File: src/rtl/uart_irq_pkg.sv
package uart_irq_pkg;

  typedef enum logic [3:0] {
    IID_MODEM   = 4'h0,
    IID_NONE    = 4'h1,
    IID_THRE    = 4'h2,
    IID_RXDATA  = 4'h4,
    IID_LINE    = 4'h6,
    IID_TIMEOUT = 4'hC
  } iid_e;

  // index 0 is the highest priority
  localparam int NSRC = 5;

  typedef struct packed {
    logic modem;
    logic thre;
    logic rxdata;
    logic timeout;
    logic line;
  } src_req_t;

  function automatic logic [3:0] code_of(input int idx);
    case (idx)
      0:       code_of = IID_LINE;
      1:       code_of = IID_TIMEOUT;
      2:       code_of = IID_RXDATA;
      3:       code_of = IID_THRE;
      default: code_of = IID_MODEM;
    endcase
  endfunction

endpackage

File: src/rtl/uart_irq_trig.sv
module uart_irq_trig #(
  parameter int DEPTH = 16,
  parameter int CW    = $clog2(DEPTH + 1)
) (
  input  logic          fifo_en,
  input  logic          rx_ready,
  input  logic [CW-1:0] rx_count,
  input  logic [1:0]    rx_trig,
  output logic          rx_avail
);

  function automatic logic [CW-1:0] level_of(input logic [1:0] sel);
    case (sel)
      2'd0:    level_of = CW'(1);
      2'd1:    level_of = CW'(DEPTH / 4);
      2'd2:    level_of = CW'(DEPTH / 2);
      default: level_of = CW'(DEPTH - 2);
    endcase
  endfunction

  logic [CW-1:0] thresh;

  always_comb begin
    thresh   = level_of(rx_trig);
    rx_avail = rx_ready && (!fifo_en || (rx_count >= thresh));
  end

endmodule

File: src/rtl/uart_irq_prio.sv
module uart_irq_prio
  import uart_irq_pkg::*;
(
  input  src_req_t    req,
  output logic [3:0]  code
);

  logic [NSRC-1:0] req_vec;

  always_comb begin
    req_vec = {req.modem, req.thre, req.rxdata, req.timeout, req.line};
    code    = IID_NONE;
    for (int i = NSRC - 1; i >= 0; i--) begin
      if (req_vec[i]) code = code_of(i);
    end
  end

endmodule

File: src/rtl/uart_irq_state.sv
module uart_irq_state
  import uart_irq_pkg::*;
#(
  parameter int IER_W  = 4,
  parameter int MSR_DW = 4
) (
  input  logic              clk,
  input  logic              rst_n,
  input  logic              ier_wr,
  input  logic [IER_W-1:0]  ier_wbits,
  input  logic              tx_empty,
  input  logic              tx_done,
  input  logic              thr_wr,
  input  logic              rd_iir,
  input  logic              rd_lsr,
  input  logic              rd_msr,
  input  logic [3:0]        iir_code,
  input  logic              ev_overrun,
  input  logic              ev_break,
  input  logic [MSR_DW-1:0] ev_msr_delta,
  output logic [IER_W-1:0]  ier_q,
  output logic              thre_pend,
  output logic              oe_q,
  output logic              bi_q,
  output logic [MSR_DW-1:0] msr_d
);

  localparam int NRD = 3;

  logic [NRD-1:0] rd_lvl, rd_prev, rd_hit;
  logic           thre_set, thre_clr;

  always_comb begin
    rd_lvl   = {rd_msr, rd_lsr, rd_iir};
    rd_hit   = rd_lvl & ~rd_prev;
    thre_set = tx_done || (ier_wr && tx_empty);
    thre_clr = thr_wr || (rd_hit[0] && (iir_code == IID_THRE));
  end

  always_ff @(posedge clk or negedge rst_n) begin
    if (!rst_n) begin
      rd_prev   <= '0;
      ier_q     <= '0;
      thre_pend <= 1'b0;
      oe_q      <= 1'b0;
      bi_q      <= 1'b0;
    end else begin
      rd_prev <= rd_lvl;
      if (ier_wr) ier_q <= ier_wbits;
      if (thre_set)      thre_pend <= 1'b1;
      else if (thre_clr) thre_pend <= 1'b0;
      if (ev_overrun)     oe_q <= 1'b1;
      else if (rd_hit[1]) oe_q <= 1'b0;
      if (ev_break)       bi_q <= 1'b1;
      else if (rd_hit[1]) bi_q <= 1'b0;
    end
  end

  for (genvar g = 0; g < MSR_DW; g++) begin : g_delta
    always_ff @(posedge clk or negedge rst_n) begin
      if (!rst_n)               msr_d[g] <= 1'b0;
      else if (ev_msr_delta[g]) msr_d[g] <= 1'b1;
      else if (rd_hit[2])       msr_d[g] <= 1'b0;
    end
  end

endmodule

File: src/rtl/uart_irq_ident.sv
module uart_irq_ident
  import uart_irq_pkg::*;
#(
  parameter int DEPTH  = 16,
  parameter int CW     = $clog2(DEPTH + 1),
  parameter int IER_W  = 4,
  parameter int MSR_DW = 4
) (
  input  logic              clk,
  input  logic              rst_n,
  input  logic              fifo_en,
  input  logic              ier_wr,
  input  logic [7:0]        ier_wdata,
  input  logic              rd_iir,
  input  logic              rd_lsr,
  input  logic              rd_msr,
  input  logic              rx_ready,
  input  logic [CW-1:0]     rx_count,
  input  logic [1:0]        rx_trig,
  input  logic              rx_timeout,
  input  logic              rx_par_err,
  input  logic              rx_frm_err,
  input  logic              ev_overrun,
  input  logic              ev_break,
  input  logic              tx_empty,
  input  logic              tx_done,
  input  logic              thr_wr,
  input  logic [MSR_DW-1:0] ev_msr_delta,
  output logic [7:0]        ier_value,
  output logic [7:0]        iir_value,
  output logic              irq,
  output logic [3:0]        line_err,
  output logic [MSR_DW-1:0] msr_delta
);

  logic [IER_W-1:0] ier_q;
  logic             thre_pend, oe_q, bi_q, rx_avail;
  logic [3:0]       next_code;
  logic [7:0]       iir_q;
  src_req_t         req;
  logic             unused_ier_hi;

  assign unused_ier_hi = ^ier_wdata[7:IER_W];

  uart_irq_state #(.IER_W(IER_W), .MSR_DW(MSR_DW)) u_state (
    .clk          (clk),
    .rst_n        (rst_n),
    .ier_wr       (ier_wr),
    .ier_wbits    (ier_wdata[IER_W-1:0]),
    .tx_empty     (tx_empty),
    .tx_done      (tx_done),
    .thr_wr       (thr_wr),
    .rd_iir       (rd_iir),
    .rd_lsr       (rd_lsr),
    .rd_msr       (rd_msr),
    .iir_code     (iir_q[3:0]),
    .ev_overrun   (ev_overrun),
    .ev_break     (ev_break),
    .ev_msr_delta (ev_msr_delta),
    .ier_q        (ier_q),
    .thre_pend    (thre_pend),
    .oe_q         (oe_q),
    .bi_q         (bi_q),
    .msr_d        (msr_delta)
  );

  uart_irq_trig #(.DEPTH(DEPTH), .CW(CW)) u_trig (
    .fifo_en  (fifo_en),
    .rx_ready (rx_ready),
    .rx_count (rx_count),
    .rx_trig  (rx_trig),
    .rx_avail (rx_avail)
  );

  always_comb begin
    req.line    = ier_q[2] && (oe_q || bi_q || rx_par_err || rx_frm_err);
    req.timeout = ier_q[0] && rx_timeout;
    req.rxdata  = ier_q[0] && rx_avail;
    req.thre    = ier_q[1] && thre_pend;
    req.modem   = ier_q[3] && (|msr_delta);
  end

  uart_irq_prio u_prio (
    .req  (req),
    .code (next_code)
  );

  always_ff @(posedge clk or negedge rst_n) begin
    if (!rst_n) iir_q <= {4'h0, IID_NONE};
    else        iir_q <= {fifo_en, fifo_en, 2'b00, next_code};
  end

  always_comb begin
    iir_value = iir_q;
    irq       = (iir_q[3:0] != IID_NONE);
    ier_value = {{(8 - IER_W){1'b0}}, ier_q};
    line_err  = {bi_q, rx_frm_err, rx_par_err, oe_q};
  end

endmodule

File: config.mk
export PLATFORM = sky130hd
export DESIGN_NAME = uart_irq_ident
export DESIGN_NICKNAME = d
export VERILOG_FILES = /design/src/rtl/uart_irq_pkg.sv /design/src/rtl/uart_irq_trig.sv /design/src/rtl/uart_irq_prio.sv /design/src/rtl/uart_irq_state.sv /design/src/rtl/uart_irq_ident.sv
export SDC_FILE = /design/constraint.sdc
export NUM_CORES = 1
export LEC_CHECK = 0
export CELL_PAD_IN_SITES_DETAIL_PLACEMENT = 0
export CELL_PAD_IN_SITES_GLOBAL_PLACEMENT = 1
export CORE_MARGIN = 2
export CORE_UTILIZATION = 43
export DETAILED_ROUTE_END_ITERATION = 6
export DONT_BUFFER_PORTS = 1
export GPL_TIMING_DRIVEN = 1
export PLACE_DENSITY_LB_ADDON = 0.08
export SLEW_MARGIN = 10
export SYNTH_ARGS = -nofsm -noshare
export SYNTH_HDL_FRONTEND = slang
export SYNTH_SLANG_ARGS = --single-unit
File: constraint.sdc
create_clock -name clk -period 1.5 [get_ports clk]
set_clock_uncertainty 0.05 [all_clocks]
set_input_delay 0.075 -clock clk [delete_from_list [all_inputs] [get_ports clk]]
set_output_delay 0.075 -clock clk [all_outputs]
set_load 0.03 [all_outputs]
==> summary.md <==
* **routed wire length** 1.72 mm
* **Seq cells post-synth** 19
* **headroom to the max-slew limit** 44.3%
* **half-perimeter wire length of the detailed placement result** 1.27 mm
* **worst-case hold slack** 0.0509 ns
* **number of vias after detailed routing** 647
* **Achievable Freq** 0.707 GHz
* **final setup violation count** 0
* **CTS H-tree depth** 1
* **number of failing hold endpoints at the final stage** 0
* **most frequent standard cell in the layout excluding fill and tap cells** sky130_fd_sc_hd__dlygate4sd3_1
* **power density of the placed cells** 918 mW/mm2
* **vias in the first global route** 687
* **Starting DRT DRC Count** 7
* **Avg Inst Size Synth** 12.0 um2
* **number of nets still failing antenna checks after routing** 0
* **leakage power summed over all cells** 0.546 nW
* **portion of the clock cycle consumed by the worst path in the final layout** 94.3%
* **element type at the critical path start** flop
* **unrepaired setup endpoints after global routing** no
* **Total Neg Setup Slack** 0 ns
* **number of distinct standard cells referenced by the synthesized netlist** 23
* **clock root buffer master** sky130_fd_sc_hd__clkbuf_4
* **startpoint of the lowest-slack register-to-register path** u_state.ier_q[0]$_DFFE_PN0P_
* **clock buffers created by TritonCTS** 3
* **fraction of final layout cells sized beyond drive strength 1** 22.4%
* **global-route wire length before repair** 2.90 mm
* **classification of the worst setup path** flop to primary output
* **total of warnings raised by yosys** 0
* **overall global routing resource usage** 15.7%
* **die area** 0.00247 mm2
* **Data arrival, critical path** 1.29 ns
* **slew at the pin closest to its max-slew limit** 0.833 ns
* **Starting Density** 45.7%
* **kind of end point of the critical path** primary output
* **fill cell total of the finished layout** 199
* **worst-path fanout max** 2
* **sequential element share of the synthesized area** 53.1%
* **antenna violations before repair** 0
* **most used cells in the layout excluding fill and tap cells** sky130_fd_sc_hd__dlygate4sd3_1, sky130_fd_sc_hd__dfrtp_1, sky130_fd_sc_hd__buf_4
* **largest net degree at the start of global routing** 20
* **drt drc** 0
* **number of instances in the synthesized netlist** 75
* **# port buffers** 0
* **number of max-cap violations** 0
* **CTS tree** built
* **antenna fix cells** 0
* **number of clock sinks seen by CTS** 19
* **clock latency on the worst-skew pair** 0.29 ns
* **DR pass1 iterations** 4
* **number of pins with negative max-slew slack in the final report** 0
* **Clock Tree Buf Depth** 2
* **run status** completed
* **Die H** 49.7 um
* **path category of the worst min-delay check** primary input to flop
* **final global-route overflow total** 0
* **placeable core region** 0.00196 mm2
* **Nets** 147
* **Required @ worst endpoint** 1.37 ns
* **Vias per Instance** 4.83
* **time the final worst path needs with I/O delays and setup** 1.41 ns
* **Wirelength per Cell** 12.9 um
* **I/O pin cnt** 60
* **VDD IR-drop max** 0.000830 V
* **routability-driven placement congestion ratio** 0.668
* **Synth-to-Final Area Change** 34.9%
* **Post-Syn Area** 897 um2
* **Worst setup startpoint** iir_value[3]$_DFF_PN0_
* **clk slew on worst S/H paths** 0.10 ns
* **die boundary width** 49.7 um
* **floorplan row count** 16
* **hold_sp** rx_timeout
* **post-cts resize count** 0
==> final timing paths <==
kind	to	slack, ns	cells after the start
max	irq	0.09	2
min	iir_value[2]$_DFF_PN0_	0.05	4
max reg2reg	u_state.ier_q[0]$_DFFE_PN0P_	0.09	2
min reg2reg	iir_value[1]$_DFF_PN0_	0.51	1
max in group asynchronous	u_state.rd_prev[1]$_DFF_PN0_	0.62	1
min in group asynchronous	u_state.msr_d[1]$_DFFE_PN0P_	0.27	1
==> power by group <==
part	leakage (nW)	internal, mW	switching [mW]	total, mW
Combinational	0.319	0.120	0.131	0.251
Sequential	0.209	0.553	0.0600	0.613
Clock	0.0177	0.0990	0.148	0.247
==> logic make-up (layout without fill, tap and decap cells) <==
group           count (synthesis)  count (layout)  synth area share (%)
mux                             4               4                  5.02
simple gates                   18              18                  12.1
fa+ha+maj                       4               4                  5.58
buf+inv                        15              42                  10.9
other cells                     1               6                 0.418
flops                          19              19                  53.1
compound gates                 14              14                  12.8
==> metrics by stage <==
stage | instances | area (um2) | total power, mW | util, % | setup WS [ns]
after global routing | 134 | 1210 | 1.18 | 61.7 | 0.0356
after CTS | 134 | 1210 | 1.13 | 61.7 | 0.0599
final | 134 | 1210 | 1.11 | 61.7 | 0.0859
after floorplan | 80 | 916 | 0.784 | - | 0.221
after detailed placement | 106 | 942 | 0.811 | 48.0 | 0.219
after global placement | 106 | 942 | 0.806 | 48.0 | 0.239
==> sequential cells by signal (all words and copies together) (netlist names) <==
register,count
u_state.oe_q,1
u_state.bi_q,1
u_state.msr_d,4
u_state.rd_prev,3
u_state.thre_pend,1
iir_value,5
u_state.ier_q,4
==> what timing repair did <==
action / CTS / global route
buffers inserted: 0 / 0
hold buffers: 24 / 0
hold endpoints to repair: 37 / 0
endpoints found under the setup margin: 0 / 0
==> worst max-delay path, stage by stage, from the launching register on <==
cell	delay [ns]
sky130_fd_sc_hd__dfrtp_1	0.50
sky130_fd_sc_hd__nor2_1	0.20
sky130_fd_sc_hd__nand3b_1	0.30
==> cell usage after synthesis <==
library cell / instances / area (um2)
sky130_fd_sc_hd__dfrtp_1: 18 / 450
sky130_fd_sc_hd__buf_4: 11 / 82.6
sky130_fd_sc_hd__a21o_1: 6 / 45.0
sky130_fd_sc_hd__nand2_1: 6 / 22.5
sky130_fd_sc_hd__ha_1: 4 / 50.1
sky130_fd_sc_hd__inv_1: 4 / 15.0
sky130_fd_sc_hd__mux2_2: 4 / 45.0
sky130_fd_sc_hd__nor2_1: 3 / 11.3
sky130_fd_sc_hd__a21oi_1: 2 / 10.0
sky130_fd_sc_hd__nand2b_1: 2 / 12.5
sky130_fd_sc_hd__nand3b_1: 2 / 15.0
sky130_fd_sc_hd__o21ai_0: 2 / 10.0
sky130_fd_sc_hd__a31o_2: 1 / 8.76
sky130_fd_sc_hd__a41oi_2: 1 / 16.3
sky130_fd_sc_hd__and3_2: 1 / 7.51
sky130_fd_sc_hd__and4_1: 1 / 8.76
sky130_fd_sc_hd__conb_1: 1 / 3.75
sky130_fd_sc_hd__dfstp_2: 1 / 26.3
sky130_fd_sc_hd__nor2b_1: 1 / 6.26
sky130_fd_sc_hd__nor4b_2: 1 / 15.0
sky130_fd_sc_hd__nor4bb_1: 1 / 10.0
sky130_fd_sc_hd__o41ai_1: 1 / 8.76
sky130_fd_sc_hd__o41ai_2: 1 / 16.3
==> cell type report <==
type | count | area (um2) | area share, %
clock buffers | 3 | 22.5 | 1.86
clock inverters | 1 | 5.00 | 0.414
inverters | 4 | 15.0 | 1.24
flip-flops and latches | 19 | 477 | 39.4
well taps | 27 | 33.8 | 2.79
repair buffers | 34 | 315 | 26.1
multi-input cells | 46 | 342 | 28.2
==> metal layers <==
metal / track usage, % / share of wire, % / wire length [um]
met5: 0 / 0 / 0
met4: 1.39 / 0 / 0
met3: 7.58 / 9.1 / 157
met2: 29.1 / 53 / 915
met1: 16.5 / 38 / 650
(Power assumes the default switching activity.)
